--- config.mk ---
export PLATFORM = sky130hd
export DESIGN_NAME = bit_addr_latch
export DESIGN_NICKNAME = d
export VERILOG_FILES = /design/src/rtl/bal_pkg.sv /design/src/rtl/bal_mode_dec.sv /design/src/rtl/bal_addr_dec.sv /design/src/rtl/bal_cell.sv /design/src/rtl/bit_addr_latch.sv
export SDC_FILE = /design/constraint.sdc
export NUM_CORES = 1
export LEC_CHECK = 0
export BUFFER_PORTS_ARGS = -buffer_cell sky130_fd_sc_hd__buf_2
export CAP_MARGIN = 20
export CORE_ASPECT_RATIO = 0.9
export CORE_MARGIN = 2
export CORE_UTILIZATION = 25
export DETAILED_ROUTE_END_ITERATION = 10
export SLEW_MARGIN = 20
export SYNTH_ARGS = -nofsm -noshare
export SYNTH_HDL_FRONTEND = slang
export SYNTH_SLANG_ARGS = --single-unit
--- constraint.sdc ---
create_clock -name clk -period 1.1 [get_ports clk]
set_clock_uncertainty 0.05 [all_clocks]
set_input_delay 0.055 -clock clk [delete_from_list [all_inputs] [get_ports clk]]
set_output_delay 0.055 -clock clk [all_outputs]
set_load 0.1 [all_outputs]
--- src/rtl/bal_pkg.sv ---
package bal_pkg;

  typedef enum logic [1:0] {
    MODE_WRITE = 2'd0,
    MODE_HOLD  = 2'd1,
    MODE_CLEAR = 2'd2,
    MODE_DEMUX = 2'd3
  } bal_mode_e;

  // Map of the two control inputs onto the four behaviours.
  function automatic bal_mode_e mode_of(input logic blk, input logic clr);
    bal_mode_e m;
    unique case ({blk, clr})
      2'b00:   m = MODE_WRITE;
      2'b10:   m = MODE_HOLD;
      2'b11:   m = MODE_CLEAR;
      default: m = MODE_DEMUX;
    endcase
    return m;
  endfunction

endpackage

--- src/rtl/bal_mode_dec.sv ---
module bal_mode_dec
  import bal_pkg::*;
(
  input  logic      wr_block,
  input  logic      clr,
  output bal_mode_e mode
);
  assign mode = mode_of(wr_block, clr);
endmodule

--- src/rtl/bal_addr_dec.sv ---
module bal_addr_dec #(
  parameter int ADDR_W = 3,
  localparam int NBITS = 1 << ADDR_W
) (
  input  logic [ADDR_W-1:0] addr,
  output logic [NBITS-1:0]  sel
);
  for (genvar i = 0; i < NBITS; i++) begin : g_sel
    assign sel[i] = (addr == ADDR_W'(i));
  end
endmodule

--- src/rtl/bal_cell.sv ---
module bal_cell
  import bal_pkg::*;
(
  input  logic      clk,
  input  logic      rst_n,
  input  bal_mode_e mode,
  input  logic      sel,
  input  logic      din,
  output logic      q_bit
);
  logic nxt;

  always_comb begin
    unique case (mode)
      MODE_WRITE: nxt = sel ? din : q_bit;
      MODE_HOLD:  nxt = q_bit;
      MODE_CLEAR: nxt = 1'b0;
      default:    nxt = sel & din;
    endcase
  end

  always_ff @(posedge clk) begin
    if (!rst_n) q_bit <= 1'b0;
    else        q_bit <= nxt;
  end
endmodule

--- src/rtl/bit_addr_latch.sv ---
module bit_addr_latch
  import bal_pkg::*;
#(
  parameter int ADDR_W = 3,
  localparam int NBITS = 1 << ADDR_W
) (
  input  logic              clk,
  input  logic              rst_n,
  input  logic              din,
  input  logic              wr_block,
  input  logic              clr,
  input  logic [ADDR_W-1:0] addr,
  output logic [NBITS-1:0]  q
);
  bal_mode_e        mode;
  logic [NBITS-1:0] sel_vec;
  logic             write_evt;
  logic             hold_evt;
  logic             clear_evt;
  logic             demux_evt;

  bal_mode_dec u_mode (
    .wr_block (wr_block),
    .clr      (clr),
    .mode     (mode)
  );

  bal_addr_dec #(.ADDR_W(ADDR_W)) u_addr (
    .addr (addr),
    .sel  (sel_vec)
  );

  for (genvar i = 0; i < NBITS; i++) begin : g_cell
    bal_cell u_cell (
      .clk   (clk),
      .rst_n (rst_n),
      .mode  (mode),
      .sel   (sel_vec[i]),
      .din   (din),
      .q_bit (q[i])
    );
  end

  assign write_evt = (mode == MODE_WRITE);
  assign hold_evt  = (mode == MODE_HOLD);
  assign clear_evt = (mode == MODE_CLEAR);
  assign demux_evt = (mode == MODE_DEMUX);

  // the addressed cell takes din
  assert_write_target_R2: assert property (@(posedge clk) disable iff (!rst_n)
    write_evt |=> ((q & $past(sel_vec)) == ($past(din) ? $past(sel_vec) : '0)));

  // no other cell moves during a write
  assert_write_others_R1: assert property (@(posedge clk) disable iff (!rst_n)
    write_evt |=> ((q & ~$past(sel_vec)) == ($past(q) & ~$past(sel_vec))));

  assert_hold_R3: assert property (@(posedge clk) disable iff (!rst_n)
    hold_evt |=> $stable(q));

  assert_clear_R4: assert property (@(posedge clk) disable iff (!rst_n)
    clear_evt |=> (q == '0));

  assert_demux_R5: assert property (@(posedge clk) disable iff (!rst_n)
    demux_evt |=> ($countones(q) <= 1 && q == ($past(din) ? $past(sel_vec) : '0)));

  assert_sysreset_R8: assert property (@(posedge clk)
    !rst_n |=> (q == '0));

endmodule

# After elaboration in Yosys (flattened, before gate mapping)
# Cells that the tools add are included.
dict set report classes {
  n_eq_ne 19
  reduce_logical 11
  mux 17
  n_bitwise 9
}
# cell count
set op_table {}
lappend op_table {{1-bit case mux with 3 select lines} 8}
lappend op_table {{2-bit by 1-bit != test with 1-bit output (second input constant)} 8}
lappend op_table {{2-bit AND reduction} 8}
lappend op_table {{3-bit equality test (second input constant)} 4}
lappend op_table {{1-bit bitwise AND} 8}
lappend op_table {{1-bit 2-to-1 mux} 8}
lappend op_table {{2-bit equality test (second input constant)} 3}
lappend op_table {{3-bit by 2-bit equality test with 1-bit output (second input constant)} 2}
lappend op_table {{2-bit case mux with 3 select lines} 1}
lappend op_table {{2-bit logical NOT} 2}
lappend op_table {{3-bit by 1-bit equality test with 1-bit output (second input constant)} 1}
lappend op_table {{3-bit logical NOT} 1}
lappend op_table {{2-bit by 1-bit equality test with 1-bit output (second input constant)} 1}
lappend op_table {{1-bit inverter} 1}
dict set report word_totals {
  ff_bits 8
  elab_cells 64
  inputBits 8
}

# Depth between registers and ports, before layout
dict set report logic_depth {
  depth_word 5
  mapped_depth 6
}

# Hierarchy
# From an unflattened synthesis, not the netlist that was laid out.
dict set report hier_totals {
  cells_unflattened 69
  hier_area_um2 574.3
}
# mod cells_each area_per_inst_um2 instances
set by_module_without_submodules {}
lappend by_module_without_submodules {bal_cell 7 58.8 8}
lappend by_module_without_submodules {bal_addr_dec 8 65.1 1}
lappend by_module_without_submodules {bal_mode_dec 5 38.8 1}

# Worst setup path before layout
# OpenSTA, ideal clock, no wires.
dict set report synth_timing {
  path_kind {input to register}
  from {input wr_block}
  to {register g_cell[6].u_cell.q_bit}
  t_arrival_ns 0.966
  path_slack_ns -0.003
  cell_stages 5
  required_ns 0.963
  cell_sequence {inv_1 -> ha_1 -> and2b_1 -> a31oi_1 -> o31ai_1}
}
dict set report synth_between {
  elab_chain_cells 5
}
# item line_no
set synth_lines {}
lappend synth_lines {{start: declaration} bit_addr_latch.sv:10} ;# input logic wr_block,
lappend synth_lines {{2-bit equality test / 2-bit logical NOT (equally long branches)} bal_pkg.sv:13} ;# unique case ({blk, clr})
lappend synth_lines {{2-bit case mux with 3 select lines (*)} bal_pkg.sv:13}
lappend synth_lines {{2-bit logical NOT / 2-bit by 1-bit equality test with 1-bit output (equally long branches)} bal_cell.sv:14} ;# unique case (mode)
lappend synth_lines {{2-bit by 1-bit != test with 1-bit output (no source line) / 1-bit inverter (equally long branches)} n/a}
lappend synth_lines {{2-bit AND reduction (no source line)} n/a}
lappend synth_lines {{end signal: assignment} bal_cell.sv:24} ;# else q_bit <= nxt;
lappend synth_lines {{end: declaration} bal_cell.sv:9} ;# output logic q_bit
# Mark *: on every way between the ends. The rest lies on a longest branch, timed or not.
# A chain may end at the register's enable or synchronous reset.

# Worst setup path after layout
dict set report layout_timing {
  from {input clr}
  to {register g_cell[7].u_cell.q_bit}
}
dict set report layout_between {
  elab_chain_cells 5
}
# item line_no
set layout_lines {}
lappend layout_lines {{start: declaration} bit_addr_latch.sv:11} ;# input logic clr,
lappend layout_lines {{2-bit equality test / 2-bit logical NOT (equally long branches)} bal_pkg.sv:13}
lappend layout_lines {{2-bit case mux with 3 select lines (*)} bal_pkg.sv:13}
lappend layout_lines {{2-bit logical NOT / 2-bit by 1-bit equality test with 1-bit output (equally long branches)} bal_cell.sv:14}
lappend layout_lines {{2-bit by 1-bit != test with 1-bit output (no source line) / 1-bit inverter (equally long branches)} n/a}
lappend layout_lines {{2-bit AND reduction (no source line)} n/a}
lappend layout_lines {{end signal: assignment} bal_cell.sv:24}
lappend layout_lines {{end: declaration} bal_cell.sv:9}
# Marked as above.

==> results.yml <==
placed_design:
  dp.cells: 108
  place.gp.congestion: 0.8843
  place_ws_ns: -0.1465
  port_buffers: 15
  place_hpwl_mm: 1.054
pwr:
  switching_share: 0.3459
  power_per_cell_area_mw_per_mm2: 962.3
  ir_drop_mv: 0.4433
  p_leak_uw: 0.0003129
  seq_power_share: 0.388
  clkPwrFrac: 0.292
  power.internal_uw: 516.6
  p_switching_uw: 273.2
  pwr-share-comb: 0.320
min_path:
  hold_end: "g_cell[4].u_cell.q_bit"
  whs_path_depth: 3
  hold_path.class: "in2reg"
  hp-start: "rst_n"
drt:
  antenna_left: 0
  vias: 560
  dr.pass1.iters: 4
  wl_mm: 1.344
  detail_route.iter0.violations: 11
  wl_per_cell_um: 12.11
  via_per_inst: 5.045
  drcViolationCount: 0
cts:
  cts_buffer_depth: 2
  post_cts_resized: 0
  postCtsHoldBufs: 0
  cts.sink_count: 8
  cts_tree: "yes"
  htreeDepth: 1
  clk_pin_slew_ns: 0.06
  cts_setup_buffers: 0
  insertion_delay_ns: 0.26
  cts-root-buf: "clkbuf_4"
  numCtsBuffers: 3
finish:
  top_register: "g_cell.u_cell.q_bit"
  stdcell_count: 111
  final_layout_size_suffix_gt1_frac: 0.3494
  largestRegisters: "g_cell.u_cell.q_bit x8"
  diodes: 0
  nets: 96
  largest_register_ffs: 8
  areaGrowthSynthToFinish_pct: 26.15
synthesis:
  synth_edf_count: 0
  ys_seq_elements: 8
  synthesis.nets: 86
  postSynthAreaPerCell_um2: 8.675
  yosysWarnings: 0
  synth_cell_types: 23
  syn_area_um2: 650.6
  syn_inst: 75
  synth-main-ff-cell: "dfxtp_1"
  async_reset_ff_frac: 0
  ys_seq_area_frac: 0.2462
grt:
  antenna_found_initial: 0
  grt_first_pass_wirelength_mm: 2.139
  grt_util_all_layers: 0.09404
  grt_pass1_vias: 489
  grt_start_max_net_pins: 11
  gr-total-overflow: 0
die:
  die_h_um: 52.40
  dieArea_mm2: 0.003027
  start_util: 0.2637
  rows: 17
  core-area_mm2: 0.002467
  die_w_um: 57.78
  io_pins: 16
setup_path:
  crit_buf_inv: 3
  crit_type: "in2reg"
  crit_chain: "buf_2 > inv_1 > ha_1 > buf_4 > nor2_4 > a31oi_1 > o31ai_1"
  cp.arrival_ns: 1.08
  required_ns: 1.22
  end_kind: "register"
  crit_family: "buffers and inverters"
  cp-start-kind: "primary input"
  slowest_stage: "ha_1"
  r2r_cells: 3
  max_stage_delay_ns: 0.25
  r2r-end: "g_cell[0].u_cell.q_bit"
  worstPathMaxFanout: 8
  r2r_slack_ns: 0.21
  worstReg2RegStart: "g_cell[0].u_cell.q_bit"
sta:
  hold_viol: 0
  relSlewSlack: 0.8214
  fmax_mhz: 1033
  fin_crit_ns: 0.9680
  finalMaxSlewViolations: 0
  setup-violations-final: 0
  fin_ws_ns: 0.1320
  rsz0062_at_grt: "false"
  worst_slew_pin_slew_ns: 0.2672
  fin_crit_sh: 0.8800
flow_run:
  maxCapViolCount: 0
status:
  status: "complete, no violations"
## how the worst max path moves through the flow
stage               from                endpoint  slack, ns  cells after the start
floorplan            clr  g_cell[7].u_cell.q_bit      0.003                      5
global placement     clr  g_cell[6].u_cell.q_bit      -0.11                      7
detailed placement   clr  g_cell[7].u_cell.q_bit      -0.15                      7
CTS                  clr  g_cell[7].u_cell.q_bit       0.12                      7
global route         clr  g_cell[6].u_cell.q_bit       0.01                      7
finish               clr  g_cell[7].u_cell.q_bit       0.13                      7
## layout by cell type, fill, tap and decap left out
master,instances
a21oi_1,8
dfxtp_1,8
buf_12,8
o2111ai_1,7
o31ai_1,7
buf_2,7
a31oi_1,5
nand2_1,4
inv_1,3
and2b_2,3
nand2b_1,3
ha_1,3
clkbuf_4,3
buf_4,3
or2_1,2
nor2_2,2
nor2b_4,1
nor2b_2,1
nor2_4,1
a41oi_1,1
a211o_1,1
o2bb2ai_1,1
o22ai_1,1
## Yosys cell counts (all sizes together), types with 2 or more instances
master	instances	area [um^2]
a31oi	5	31.28
nand2	4	15.01
nand2b	3	18.77
nor2b	2	22.52
inv	3	11.26
ha	3	37.54
o31ai	7	52.55
buf	13	106.3
o2111ai	7	61.31
or2	2	12.51
a21oi	8	40.04
and2b	3	25.03
nor2	3	23.77
dfxtp	8	160.2
## layout make-up
class,count,area (um^2)
Fill cell,263,1647
Multi-Input combinational cell,51,374.1
Timing Repair Buffer,18,217.7
Sequential cell,8,160.2
Tap cell,28,35.03
Clock buffer,3,22.52
Inverter,3,11.26
## power groups by stage
stage,clock (uW),combinational (uW),sequential (uW)
4_1_cts,234,252,307
6_report,230,253,307
2_1_floorplan,0,200,307
3_3_place_gp,0,251,313
3_5_place_dp,0,252,313
5_1_grt,252,272,307
## layer usage
layer	global-route usage	vias up	wire, um
met5	0	-	0
met4	0.04651	0	19
met3	0.02963	2	65
met2	0.1364	13	578
met1	0.1246	253	680
li1	-	292	-
## metrics by stage
step / util / hold WS [ns] / power, uW / TNS (ns) / area, um^2
finish: 0.3327 / 0.1047 / 789.9 / 0 / 820.8
global route: 0.3327 / 0.1205 / 831.7 / 0 / 820.8
CTS: 0.3327 / 0.09906 / 792.6 / 0 / 820.8
detailed placement: 0.3235 / 0.3699 / 564.9 / -0.8687 / 798.3
global placement: 0.3235 / 0.3680 / 563.8 / -0.6646 / 798.3
floorplan: - / 0.2777 / 507.8 / 0 / 651.9
## kinds of logic after synthesis
group	Yosys count	share of synthesized area
buf+inv	16	0.1807
compound gates	31	0.3346
fa+ha+maj	3	0.05770
flops	8	0.2461
simple gates	17	0.1808
## worst register-to-register path, delay by kind of cell, from the launching register on
family / cells / cell delay (ns)
flip-flops: 1 / 0.37
AND/OR/NAND/NOR: 1 / 0.07
AO/OA/AOI/OAI: 2 / 0.32
(Power assumes the default switching activity.)
